### config.mk
export PLATFORM = sky130hd
export DESIGN_NAME = bwin_decoder
export DESIGN_NICKNAME = d
export VERILOG_FILES = /design/src/rtl/bwin_pkg.sv /design/src/rtl/bwin_window_reg.sv /design/src/rtl/bwin_window_cmp.sv /design/src/rtl/bwin_decoder.sv
export SDC_FILE = /design/constraint.sdc
export NUM_CORES = 1
export LEC_CHECK = 0
export ABC_AREA = 1
export BUFFER_PORTS_ARGS = -buffer_cell sky130_fd_sc_hd__buf_2
export CAP_MARGIN = 20
export CORE_MARGIN = 10
export CORE_UTILIZATION = 45
export CTS_BUF_LIST = sky130_fd_sc_hd__clkbuf_2
export DETAILED_ROUTE_END_ITERATION = 10
export GPL_TIMING_DRIVEN = 1
export MAX_ROUTING_LAYER = met4
export PLACE_DENSITY_LB_ADDON = 0.05
export SLEW_MARGIN = 25
export SYNTH_ARGS = -nofsm -noshare
export SYNTH_HDL_FRONTEND = slang
export SYNTH_SLANG_ARGS = --single-unit
### constraint.sdc
create_clock -name clk -period 2.95 [get_ports clk]
set_input_delay 0.59 -clock clk [delete_from_list [all_inputs] [get_ports clk]]
set_output_delay 0.59 -clock clk [all_outputs]
set_load 0.02 [all_outputs]
### src/rtl/bwin_pkg.sv
package bwin_pkg;
  localparam int ADDR_W     = 32;
  localparam int GRAN_SHIFT = 20;
  localparam int FW         = ADDR_W - GRAN_SHIFT;
  localparam int NIB_W      = 4;
  localparam int CFG_AW     = 8;
  localparam int BE_W       = ADDR_W / 8;

  typedef logic [FW-1:0]     bound_t;
  typedef logic [ADDR_W-1:0] word_t;

  typedef struct packed {
    bound_t lo;
    bound_t hi;
  } window_t;

  // Inclusive lower bound, exclusive upper bound on the top address bits.
  function automatic logic in_window(input word_t addr, input window_t w);
    bound_t top;
    top = addr[ADDR_W-1:GRAN_SHIFT];
    return (top >= w.lo) && (top < w.hi);
  endfunction

  function automatic word_t be_mask(input logic [BE_W-1:0] be);
    word_t m;
    for (int i = 0; i < BE_W; i++) m[i*8 +: 8] = {8{be[i]}};
    return m;
  endfunction

  function automatic word_t pack_word(input window_t w, input logic [NIB_W-1:0] fixed);
    return {w.hi, fixed, w.lo, fixed};
  endfunction

  function automatic window_t unpack_word(input word_t d);
    window_t w;
    w.hi = d[ADDR_W-1 -: FW];
    w.lo = d[NIB_W +: FW];
    return w;
  endfunction
endpackage

### src/rtl/bwin_window_reg.sv
module bwin_window_reg
  import bwin_pkg::*;
#(
  parameter logic [NIB_W-1:0] FIXED_NIB = '0,
  parameter bound_t           RST_LO    = '0,
  parameter bound_t           RST_HI    = '0
) (
  input  logic            clk,
  input  logic            rst_n,
  input  logic            wr_en,
  input  logic [BE_W-1:0] be,
  input  word_t           wdata,
  output window_t         win,
  output word_t           rword
);
  word_t   merged;
  window_t next_win;

  always_comb begin
    merged   = (pack_word(win, FIXED_NIB) & ~be_mask(be)) | (wdata & be_mask(be));
    next_win = unpack_word(merged);
  end

  always_ff @(posedge clk or negedge rst_n) begin
    if (!rst_n) begin
      win.lo <= RST_LO;
      win.hi <= RST_HI;
    end else if (wr_en) begin
      win <= next_win;
    end
  end

  assign rword = pack_word(win, FIXED_NIB);
endmodule

### src/rtl/bwin_window_cmp.sv
module bwin_window_cmp
  import bwin_pkg::*;
#(
  parameter int N_WIN = 2
) (
  input  word_t            addr,
  input  window_t          wins [N_WIN],
  output logic [N_WIN-1:0] hit
);
  for (genvar g = 0; g < N_WIN; g++) begin : g_cmp
    assign hit[g] = in_window(addr, wins[g]);
  end
endmodule

### src/rtl/bwin_decoder.sv
module bwin_decoder
  import bwin_pkg::*;
#(
  parameter logic [CFG_AW-1:0] NP_OFF = 8'h20,
  parameter logic [CFG_AW-1:0] PF_OFF = 8'h24
) (
  input  logic              clk,
  input  logic              rst_n,
  input  logic              cfg_wr,
  input  logic [CFG_AW-1:0] cfg_addr,
  input  logic [BE_W-1:0]   cfg_be,
  input  logic [ADDR_W-1:0] cfg_wdata,
  output logic [ADDR_W-1:0] cfg_rdata,
  input  logic              mem_space_en,
  input  logic              bus_master_en,
  input  logic [ADDR_W-1:0] dn_addr,
  output logic              dn_np_hit,
  output logic              dn_pf_hit,
  output logic              dn_fwd,
  input  logic [ADDR_W-1:0] up_addr,
  output logic              up_claim
);
  localparam int N_WIN = 2;
  localparam int NP = 0;
  localparam int PF = 1;

  // Named internal events, used by the bound checker.
  logic    sel_np, sel_pf;
  logic    wr_np, wr_pf;
  window_t wins [N_WIN];
  word_t   np_word, pf_word;
  bound_t  np_lo, np_hi, pf_lo, pf_hi;
  logic [N_WIN-1:0] dn_hits, up_hits;

  assign sel_np = (cfg_addr == NP_OFF);
  assign sel_pf = (cfg_addr == PF_OFF);
  assign wr_np  = cfg_wr && sel_np;
  assign wr_pf  = cfg_wr && sel_pf;

  bwin_window_reg #(.FIXED_NIB(4'h0), .RST_LO('0), .RST_HI('0)) u_np_reg (
    .clk(clk), .rst_n(rst_n), .wr_en(wr_np), .be(cfg_be), .wdata(cfg_wdata),
    .win(wins[NP]), .rword(np_word)
  );

  bwin_window_reg #(.FIXED_NIB(4'h1), .RST_LO('0), .RST_HI('0)) u_pf_reg (
    .clk(clk), .rst_n(rst_n), .wr_en(wr_pf), .be(cfg_be), .wdata(cfg_wdata),
    .win(wins[PF]), .rword(pf_word)
  );

  assign np_lo = wins[NP].lo;
  assign np_hi = wins[NP].hi;
  assign pf_lo = wins[PF].lo;
  assign pf_hi = wins[PF].hi;

  bwin_window_cmp #(.N_WIN(N_WIN)) u_dn_cmp (.addr(dn_addr), .wins(wins), .hit(dn_hits));
  bwin_window_cmp #(.N_WIN(N_WIN)) u_up_cmp (.addr(up_addr), .wins(wins), .hit(up_hits));

  assign dn_np_hit = dn_hits[NP];
  assign dn_pf_hit = dn_hits[PF];
  assign dn_fwd    = mem_space_en && (|dn_hits);
  assign up_claim  = bus_master_en && !(|up_hits);

  always_comb begin
    cfg_rdata = '0;
    if (sel_np)      cfg_rdata = np_word;
    else if (sel_pf) cfg_rdata = pf_word;
  end
endmodule

==> metrics.txt, run 1 <==
# nets final=909; clk buf depth=2; Post-synth EDFFs=0; max-slew violations=0; Top Ports=149; area delta synth->final=14.53%; CP Class=flip-flop to primary output; Peak VDD IR=0.0002708 V; Final Power=1.317 mW; CP endpoint=dn_fwd; Clock Tree Root=clkbuf_2; Seq pwr share=52.3%; detailed placement HPWL=10.71 mm; DIE AREA=0.01457 mm²; CTS tree=done; Adder-Cell Fraction of Synth Area=25.22%; router iterations before antenna repair=4; Critical Path Start Type=flip-flop; clock latency on the worst-skew pair=0.41 ns; Post-Place Cells=827; Crit. End Element=primary output; R2R setup slack=2.16 ns; dominant cell type by area after synthesis=dfrtp_1; Vert. Die Dim=120.7 µm; row cnt=36; Yosys reg bits=48; top post-synthesis cells by area=dfrtp_1 (26%), ha_1 (25%), nand2_1 (14%); PwrDens=251.9 mW/mm²; Syn Area/Cell=7.520 µm²; clock-pin slew of the registers on the worst-case setup and hold paths=0.23 ns; I/O Buffers=94; CP arrival=2.23 ns; starting density of the core=46.48%; vias per inst=4.976; Internal=0.8797 mW; post-synthesis compound-gate area fraction=16.86%; switching share of power=33.20%; Comb power frac=27.9%; Antenna Nets Post-Route=0; CORE AREA=0.009819 mm²; leak pwr=2.809 nW; FMAX=354.3 MHz; Total GRT Usage=17.30%; largest family of logic cells by synthesized area=adder cells; period utilisation layout=95.67%; count of final setup violators=0; total grt overflow=0; CTS sink count=48; Mapped Area=0.004564 mm²; max cap viols=0; DRT iter0 DRCs=198; vias in the first global route=4186; Synth Instances=607; Die Wd=120.7 µm; Yosys warning count=0; crit path time final=2.822 ns; Synth cell types=28; final hold violation count=0; Post-synth top cells=nand2_1 (168), inv_1 (117), ha_1 (92), dfrtp_1 (48), a21oi_1 (35); number of CTS-inserted buffers=5; area of the multi-input gates=0.002849 mm²; Seq/Total Area, Yosys=26.32%; clock skew=0 ns; asr flop ratio synth=100.0%; layout cells sized above 1=22.27%; first-pass GRT wire length=20.02 mm; routed length per instance=14.81 µm; # hold bufs at CTS=0; share of the synthesized area in the top cell type=26.32%; H-tree levels=2; GPL Wtd Cong=0.8971; number of antenna diodes=0; FF-to-FF path depth=3; Reg area=0.001201 mm²; Critical Path RT=2.36 ns; worst hold path class=primary input to async pin; clock share of power=19.8%; Main synth FF type=dfrtp_1; Layout Cells excl Fill=838; via count=4170; Critical Path Fanout Max=3; XOR/XNOR share of the synthesized area=0%; proportion of synthesized area in mux cells=0%; final WL=12.41 mm; Switching Power=0.4373 mW; Remaining DRCs=0; initial antenna violation count=0; most frequent cell after synthesis=nand2_1; status=finished clean; fillcell total=1015; Simple-Gate Fraction of Synth Area=19.44%; largest net degree at the start of global routing=32
-- cells by family (layout without fill, tap and decap cells) --
| logic type | count (synthesis) | after routing |
|---|---|---|
| compound gates | 121 | 121 |
| flops | 48 | 48 |
| other cells | 1 | 6 |
| buf+inv | 132 | 225 |
| fa+ha+maj | 92 | 92 |
| simple gates | 213 | 213 |
-- per-layer routing --
layer  up-vias  share of wire (%)  track usage (%)
li1       2154                  -                -
met1      1905                 52            23.72
met2       102                 42            26.09
met3         9                4.6            2.792
met4         0               0.97            3.997
met5         -                  0                -
-- worst min-delay path by stage --
| stage | startpoint | end |
|---|---|---|
| 5_1_grt | rst_n | async pin |
| 4_1_cts | rst_n | async pin |
| 3_5_place_dp | flip-flop | flip-flop |
| 6_report | rst_n | async pin |
| 3_3_place_gp | flip-flop | flip-flop |
| 2_1_floorplan | rst_n | async pin |
-- cell type report --
cell class / count / area share [%]
timing repair buffer: 100 / 10.10
multi-input combinational: 432 / 54.50
clock inverter: 3 / 0.3590
tap: 133 / 3.183
sequential: 48 / 22.98
clock buffer: 5 / 0.4787
inverter: 117 / 8.401
-- power by group through the flow --
stage	clock network, mW	logic (mW)	registers (mW)
after CTS	0.272	0.368	0.688
after detailed placement	0	0.366	0.699
after global routing	0.298	0.433	0.691
after floorplan	0	0.230	0.695
after global placement	0	0.349	0.698
final	0.261	0.368	0.688
-- critical path, stage by stage (launching register included) --
cell and delay (ns):
dfrtp_1 0.42, inv_1 0.18, ha_1 0.30, a21o_1 0.18, nor2_1 0.14, nand2_1 0.08
a21oi_1 0.11, nand2_1 0.10, a21oi_1 0.13, buf_2 0.18
-- cell usage in the layout, fill, tap and decap left out, types with 3 or more instances in the layout --
| cell type | n |
|---|---|
| a21o_1 | 4 |
| o21ai_0 | 25 |
| nand2_1 | 168 |
| dfrtp_1 | 48 |
| buf_4 | 5 |
| conb_1 | 6 |
| nand3_1 | 7 |
| clkbuf_2 | 5 |
| nor3_2 | 3 |
| nand2_2 | 6 |
| o21ai_2 | 32 |
| buf_2 | 94 |
| nor2_1 | 19 |
| a21oi_1 | 35 |
| ha_1 | 92 |
| o22ai_1 | 23 |
| inv_1 | 115 |
-- through the flow --
| step | setup TNS [ns] | instance area [µm²] | worst slack, ns | util, % | hold slack (ns) |
|---|---|---|---|---|---|
| after CTS | 0 | 5186 | 0.09919 | 52.82 | 0.05352 |
| final | 0 | 5228 | 0.1278 | 53.24 | 0.06484 |
| after global placement | 0 | 5122 | 0.3875 | 52.17 | 0.4651 |
| after global routing | -0.001924 | 5228 | -0.001924 | 53.24 | 0.04971 |
| after detailed placement | 0 | 5142 | 0.3506 | 52.37 | 0.4692 |
| after floorplan | 0 | 4583 | 0.6161 | - | 0.2944 |
-- what timing repair did --
action	in CTS	in global routing
gates resized for setup	0	6
setup endpoints to repair	0	3
buffers inserted	0	3
endpoints found under the hold margin	0	0
No activity file was read; power rests on OpenSTA's default activity.
==> run 2, diff against run 1 <==
--- a/config.mk
+++ b/config.mk
@@ -18,4 +18,5 @@
 export SLEW_MARGIN = 25
 export SYNTH_ARGS = -nofsm -noshare
 export SYNTH_HDL_FRONTEND = slang
+export SYNTH_HIERARCHICAL = 1
 export SYNTH_SLANG_ARGS = --single-unit
==> run 2 against run 1 <==
Global-route usage increased by 1.1 points. Final area increased by 17%. Setup slack improved by 0.018 ns. Highest routed layer unchanged. Combinational power increased by 11%. Routed wire length increased by 32%.
==> metrics.txt, run 2 <==
status=finished clean; H-tree levels=2; largest family of logic cells by synthesized area=simple AND/OR/NAND/NOR gates; I/O Buffers=94; Main synth FF type=dfrtp_1; Adder-Cell Fraction of Synth Area=19.70%; worst hold path class=primary input to async pin; GPL Wtd Cong=0.8590; detailed placement HPWL=13.32 mm; clock skew=0 ns; Clock Tree Root=clkbuf_2; Cell Area, Placed=0.006022 mm²; DIE AREA=0.01794 mm²; DRT iter0 DRCs=379; via count=5347; row cnt=41; crit path time final=2.804 ns; most frequent cell after synthesis=nand2_1; top post-synthesis cells by area=dfrtp_1 (21%), ha_1 (20%), nand2_1 (19%); CTS sink count=48; count of final setup violators=0; proportion of synthesized area in mux cells=0%; Yosys warning count=6; Peak VDD IR=0.0001302 V; PwrDens=225.1 mW/mm²; post-synthesis compound-gate area fraction=6.511%; Crit. End Element=primary output; CP arrival=2.21 ns; Remaining DRCs=0; number of CTS-inserted buffers=5; layout cells sized above 1=17.24%; total grt overflow=0; leak pwr=3.437 nW; Simple-Gate Fraction of Synth Area=32.41%; Total GRT Usage=18.36%; Synth cell types=23; slew at the pin closest to its max-slew limit=0.6528 ns; routed length per instance=14.85 µm; Vert. Die Dim=133.9 µm; clock latency on the worst-skew pair=0.43 ns; final hold violation count=0; vias in the first global route=5097; share of the synthesized area in the top cell type=20.56%; Critical Path Fanout Max=4; final non-filler cell area=0.006140 mm²; Post-synth top cells=nand2_1 (298), inv_1 (140), nand3_1 (95), ha_1 (92), buf_4 (66); dominant cell type by area after synthesis=dfrtp_1; Top Ports=149; initial antenna violation count=1; FF-to-FF path depth=3; most frequent cells in the layout=nand2_1 (298), inv_1 (140), nand3_1 (95), buf_2 (92), ha_1 (92); most common cell after layout, fill and taps aside=nand2_1; # hold bufs at CTS=0; slowest cell on the critical path=dfrtp_1; Yosys reg bits=48; crit-path cells=buf_4, inv_1, ha_1, nand2_1, nor2_2, nand2_1, a21oi_2, nor2_1, nor2_1, nor3b_2, buf_4; Critical Path Start Type=flip-flop; vias per inst=4.852; CP peak stage delay=0.45 ns; area delta synth->final=5.097%; starting density of the core=46.10%; period utilisation layout=95.05%; clk buf depth=2; max cap viols=0; largest net degree at the start of global routing=29; clock-pin slew of the registers on the worst-case setup and hold paths=0.23 ns; CORE AREA=0.01267 mm²; Post-synth EDFFs=0; # nets final=1133; FMAX=356.6 MHz; R2R setup slack=2.14 ns; Synth Instances=883; CP Class=flip-flop to primary output; asr flop ratio synth=100.0%; router iterations before antenna repair=5; Antenna Nets Post-Route=0; Slew headroom=56.48%; Syn Area/Cell=6.616 µm²; max-slew violations=0; first-pass GRT wire length=26.17 mm; Seq/Total Area, Yosys=20.56%; XOR/XNOR share of the synthesized area=0%; Critical Path RT=2.36 ns; Mapped Area=0.005842 mm²; final WL=16.37 mm; CTS tree=done; Die Wd=133.9 µm; Final Power=1.382 mW
## run 2: cells by family after synthesis
kind of cell	after synthesis
DFF	48
and+or+nand+nor	451
buffers and inverters	231
adders and majority gates	92
AOI/OAI and AO/OA	58
other	3
## run 2: worst max-delay path: cells and delay by family, from the launching register on
| family | cells | cell delay (ns) |
|---|---|---|
| buf+inv | 3 | 0.32 |
| simple gates | 6 | 0.60 |
| flops | 1 | 0.45 |
| fa+ha+maj | 1 | 0.28 |
| compound gates | 1 | 0.14 |
## run 2: how the worst max path moves through the flow
stage	start	to	slack, ns	depth (start not counted)
6_report	flip-flop	up_claim	0.15	11
5_1_grt	flip-flop	dn_fwd	-0.01	10
4_1_cts	flip-flop	dn_fwd	0.11	11
3_5_place_dp	dn_addr[31]	dn_fwd	0.36	11
3_3_place_gp	dn_addr[31]	dn_fwd	0.40	11
2_1_floorplan	dn_addr[31]	dn_fwd	0.48	9
## run 2: layout make-up
cell class                      count  area (µm²)
Fill cell                        1356        6531
Sequential cell                    48        1211
Inverter                          144       540.5
Multi-Input combinational cell    617        3510
Tap cell                          172       215.2
Antenna cell                        2       5.005
Clock buffer                        6       30.03
Clock inverter                      1       5.005
Timing Repair Buffer              112       623.1
## run 2: routing by layer
layer	vias to the layer above	track usage, %	routed length (µm)
li1	2750	-	-
met1	2458	24.61	8026
met2	128	28.33	7313
met3	11	3.137	836
met4	0	4.051	189
met5	-	-	0
## run 2: what timing repair did
item,4_1_cts,5_1_grt
buffers inserted,0,7
setup endpoints to repair,0,3
resized for setup,0,13
## run 2: where the power goes
| group | switching [mW] | total [mW] | internal, mW | leakage, nW |
|---|---|---|---|---|
| registers | 0.0276 | 0.705 | 0.677 | 0.653 |
| logic | 0.248 | 0.410 | 0.161 | 2.75 |
| clock network | 0.212 | 0.268 | 0.0564 | 0.0288 |
| total | 0.488 | 1.38 | 0.895 | 3.44 |
## run 2: metrics by stage
| stage | std cells | worst slack [ns] | utilization, % | TNS, ns | hold slack (ns) |
|---|---|---|---|---|---|
| after floorplan | 896 | 0.4779 | - | 0 | 0.2944 |
| after global placement | 1086 | 0.4034 | 47.53 | 0 | 0.5112 |
| after detailed placement | 1086 | 0.3597 | 47.53 | 0 | 0.5255 |
| after CTS | 1093 | 0.1058 | 47.80 | 0 | 0.1461 |
| after global routing | 1101 | -0.01434 | 48.43 | -0.01434 | 0.1307 |
| final | 1102 | 0.1459 | 48.45 | 0 | 0.1278 |
==> run 3, diff against run 2 <==
--- a/config.mk
+++ b/config.mk
@@ -13,6 +13,7 @@
 export CTS_BUF_LIST = sky130_fd_sc_hd__clkbuf_2
 export DETAILED_ROUTE_END_ITERATION = 10
 export GPL_TIMING_DRIVEN = 1
+export HOLD_SLACK_MARGIN = 0.15
 export MAX_ROUTING_LAYER = met4
 export PLACE_DENSITY_LB_ADDON = 0.05
 export SLEW_MARGIN = 25
==> run 3 against run 2 <==
Critical path depth unchanged. Sequential cell count stayed put. Non-clock buffer count up 1. Sequential power hardly changed. First-iteration DRC count shrank 25%. Highest routed layer unchanged. Hold slack gained 0.24 ns. Clock power hardly changed. Core utilization rose by 0.079 points.
==> metrics.txt, run 3 (same netlist as run 2, synthesis figures left out) <==
status=finished clean; # nets final=1134; Slew headroom=56.27%; CP bufs+invs=3; Clock Tree Root=clkbuf_2; count of final setup violators=0; Critical Path RT=2.36 ns; max-slew violations=0; number of CTS-inserted buffers=5; CTS sink count=48; Critical Path Fanout Max=4; CP endpoint=up_claim; layout cells sized above 1=17.22%; slowest cell on the critical path=dfrtp_1; Peak VDD IR=0.0001306 V; detailed placement HPWL=13.32 mm; clock latency on the worst-skew pair=0.42 ns; final hold violation count=0; most frequent cells in the layout=nand2_1 (298), inv_1 (140), nand3_1 (95), buf_2 (92), ha_1 (92); worst hold path class=primary input to flip-flop; Top Ports=149; total grt overflow=0; vias in the first global route=5097; max cap viols=0; Vert. Die Dim=133.9 µm; Die Wd=133.9 µm; DRT iter0 DRCs=284; period utilisation layout=94.64%; FF-to-FF path depth=3; crit path time final=2.792 ns; R2R setup slack=2.14 ns; Critical Path Start Type=flip-flop; clk buf depth=2; slew at the pin closest to its max-slew limit=0.6560 ns; CP arrival=2.20 ns; via count=5344; vias per inst=4.845; area delta synth->final=5.269%; Total GRT Usage=18.36%; CP Class=flip-flop to primary output; DIE AREA=0.01794 mm²; I/O Buffers=94; area of the multi-input gates=0.003510 mm²; starting density of the core=46.10%; clock skew=0 ns; Final Power=1.384 mW; GPL Wtd Cong=0.8590; leak pwr=3.441 nW; CORE AREA=0.01267 mm²; H-tree levels=2; Antenna Nets Post-Route=0; FMAX=358.2 MHz; CP delay by family, top=simple AND/OR/NAND/NOR gates; crit-path cells=buf_4, inv_1, ha_1, nand2_1, nor2_2, nand2_1, a21oi_2, nor2_1, nor2_1, nor3b_2, buf_4; row cnt=41; Reg area=0.001211 mm²; most common cell after layout, fill and taps aside=nand2_1; CTS tree=done; router iterations before antenna repair=4; fillcell total=1355; first-pass GRT wire length=26.17 mm; final WL=16.40 mm; initial antenna violation count=1; Util after Layout=48.53%; Crit. End Element=primary output; cell count along the critical path=11; Remaining DRCs=0; clock-pin slew of the registers on the worst-case setup and hold paths=0.24 ns; CP peak stage delay=0.45 ns; PwrDens=225.0 mW/mm²; largest net degree at the start of global routing=29; routed length per instance=14.87 µm
==> run 3: changes by cell type in the layout (fill, tap and decap cells not counted), sizes merged <==
cell         before  now
dlygate4sd3       0    1
==> run 3: worst min path at each step <==
stage                        startpoint         to  slack (ns)  depth (start not counted)
final                     cfg_wdata[31]  flip-flop        0.37                          3
after global routing      cfg_wdata[31]  flip-flop        0.33                          3
after CTS                 cfg_wdata[21]  flip-flop        0.36                          3
after detailed placement      flip-flop  flip-flop        0.53                          2
after global placement        flip-flop  flip-flop        0.51                          2
after floorplan                   rst_n  async pin        0.29                          0
==> run 3: stage by stage <==
| step | setup TNS [ns] | hold WS [ns] | instances | setup WS [ns] | cell area, µm² |
|---|---|---|---|---|---|
| after CTS | 0 | 0.3594 | 1094 | 0.1058 | 6067 |
| after detailed placement | 0 | 0.5255 | 1086 | 0.3597 | 6022 |
| final | 0 | 0.3674 | 1103 | 0.1581 | 6150 |
| after floorplan | 0 | 0.2944 | 896 | 0.4779 | 5891 |
| after global placement | 0 | 0.5112 | 1086 | 0.4034 | 6022 |
| after global routing | -0.01434 | 0.3297 | 1102 | -0.01434 | 6147 |
==> run 3: per-layer routing <==
layer | vias up | global-route usage (%) | routed length (µm)
met2 | 130 | 28.33 | 7341
met5 | - | - | 0
met3 | 11 | 3.137 | 782
li1 | 2754 | - | -
met4 | 0 | 4.051 | 184
met1 | 2449 | 24.61 | 8094
==> run 3: area by class of cell <==
cell class,instances,area share [%]
Clock buffer,6,0.4883
Clock inverter,1,0.08138
Timing Repair Buffer,113,10.30
Inverter,144,8.789
Sequential cell,48,19.69
Tap cell,172,3.499
Multi-Input combinational cell,617,57.07
Antenna cell,2,0.08138
==> run 3: what timing repair did <==
action / in CTS / in global routing
hold endpoints to repair: 1 / 0
setup buffers: 0 / 7
endpoints found under the setup margin: 0 / 3
resized for setup: 0 / 13
hold buffers: 1 / 0
==> run 3: power by group <==
group          switching (mW)  total [mW]  internal [mW]
Combinational           0.249       0.411          0.162
Clock                   0.212       0.268         0.0564
Sequential             0.0277       0.705          0.677
Total                   0.488        1.38          0.896
==> run 3: tightest hold or removal path, cell delays in order <==
cell	delay, ns
buf_2	0.10
nand3_1	0.07
nand2_1	0.05
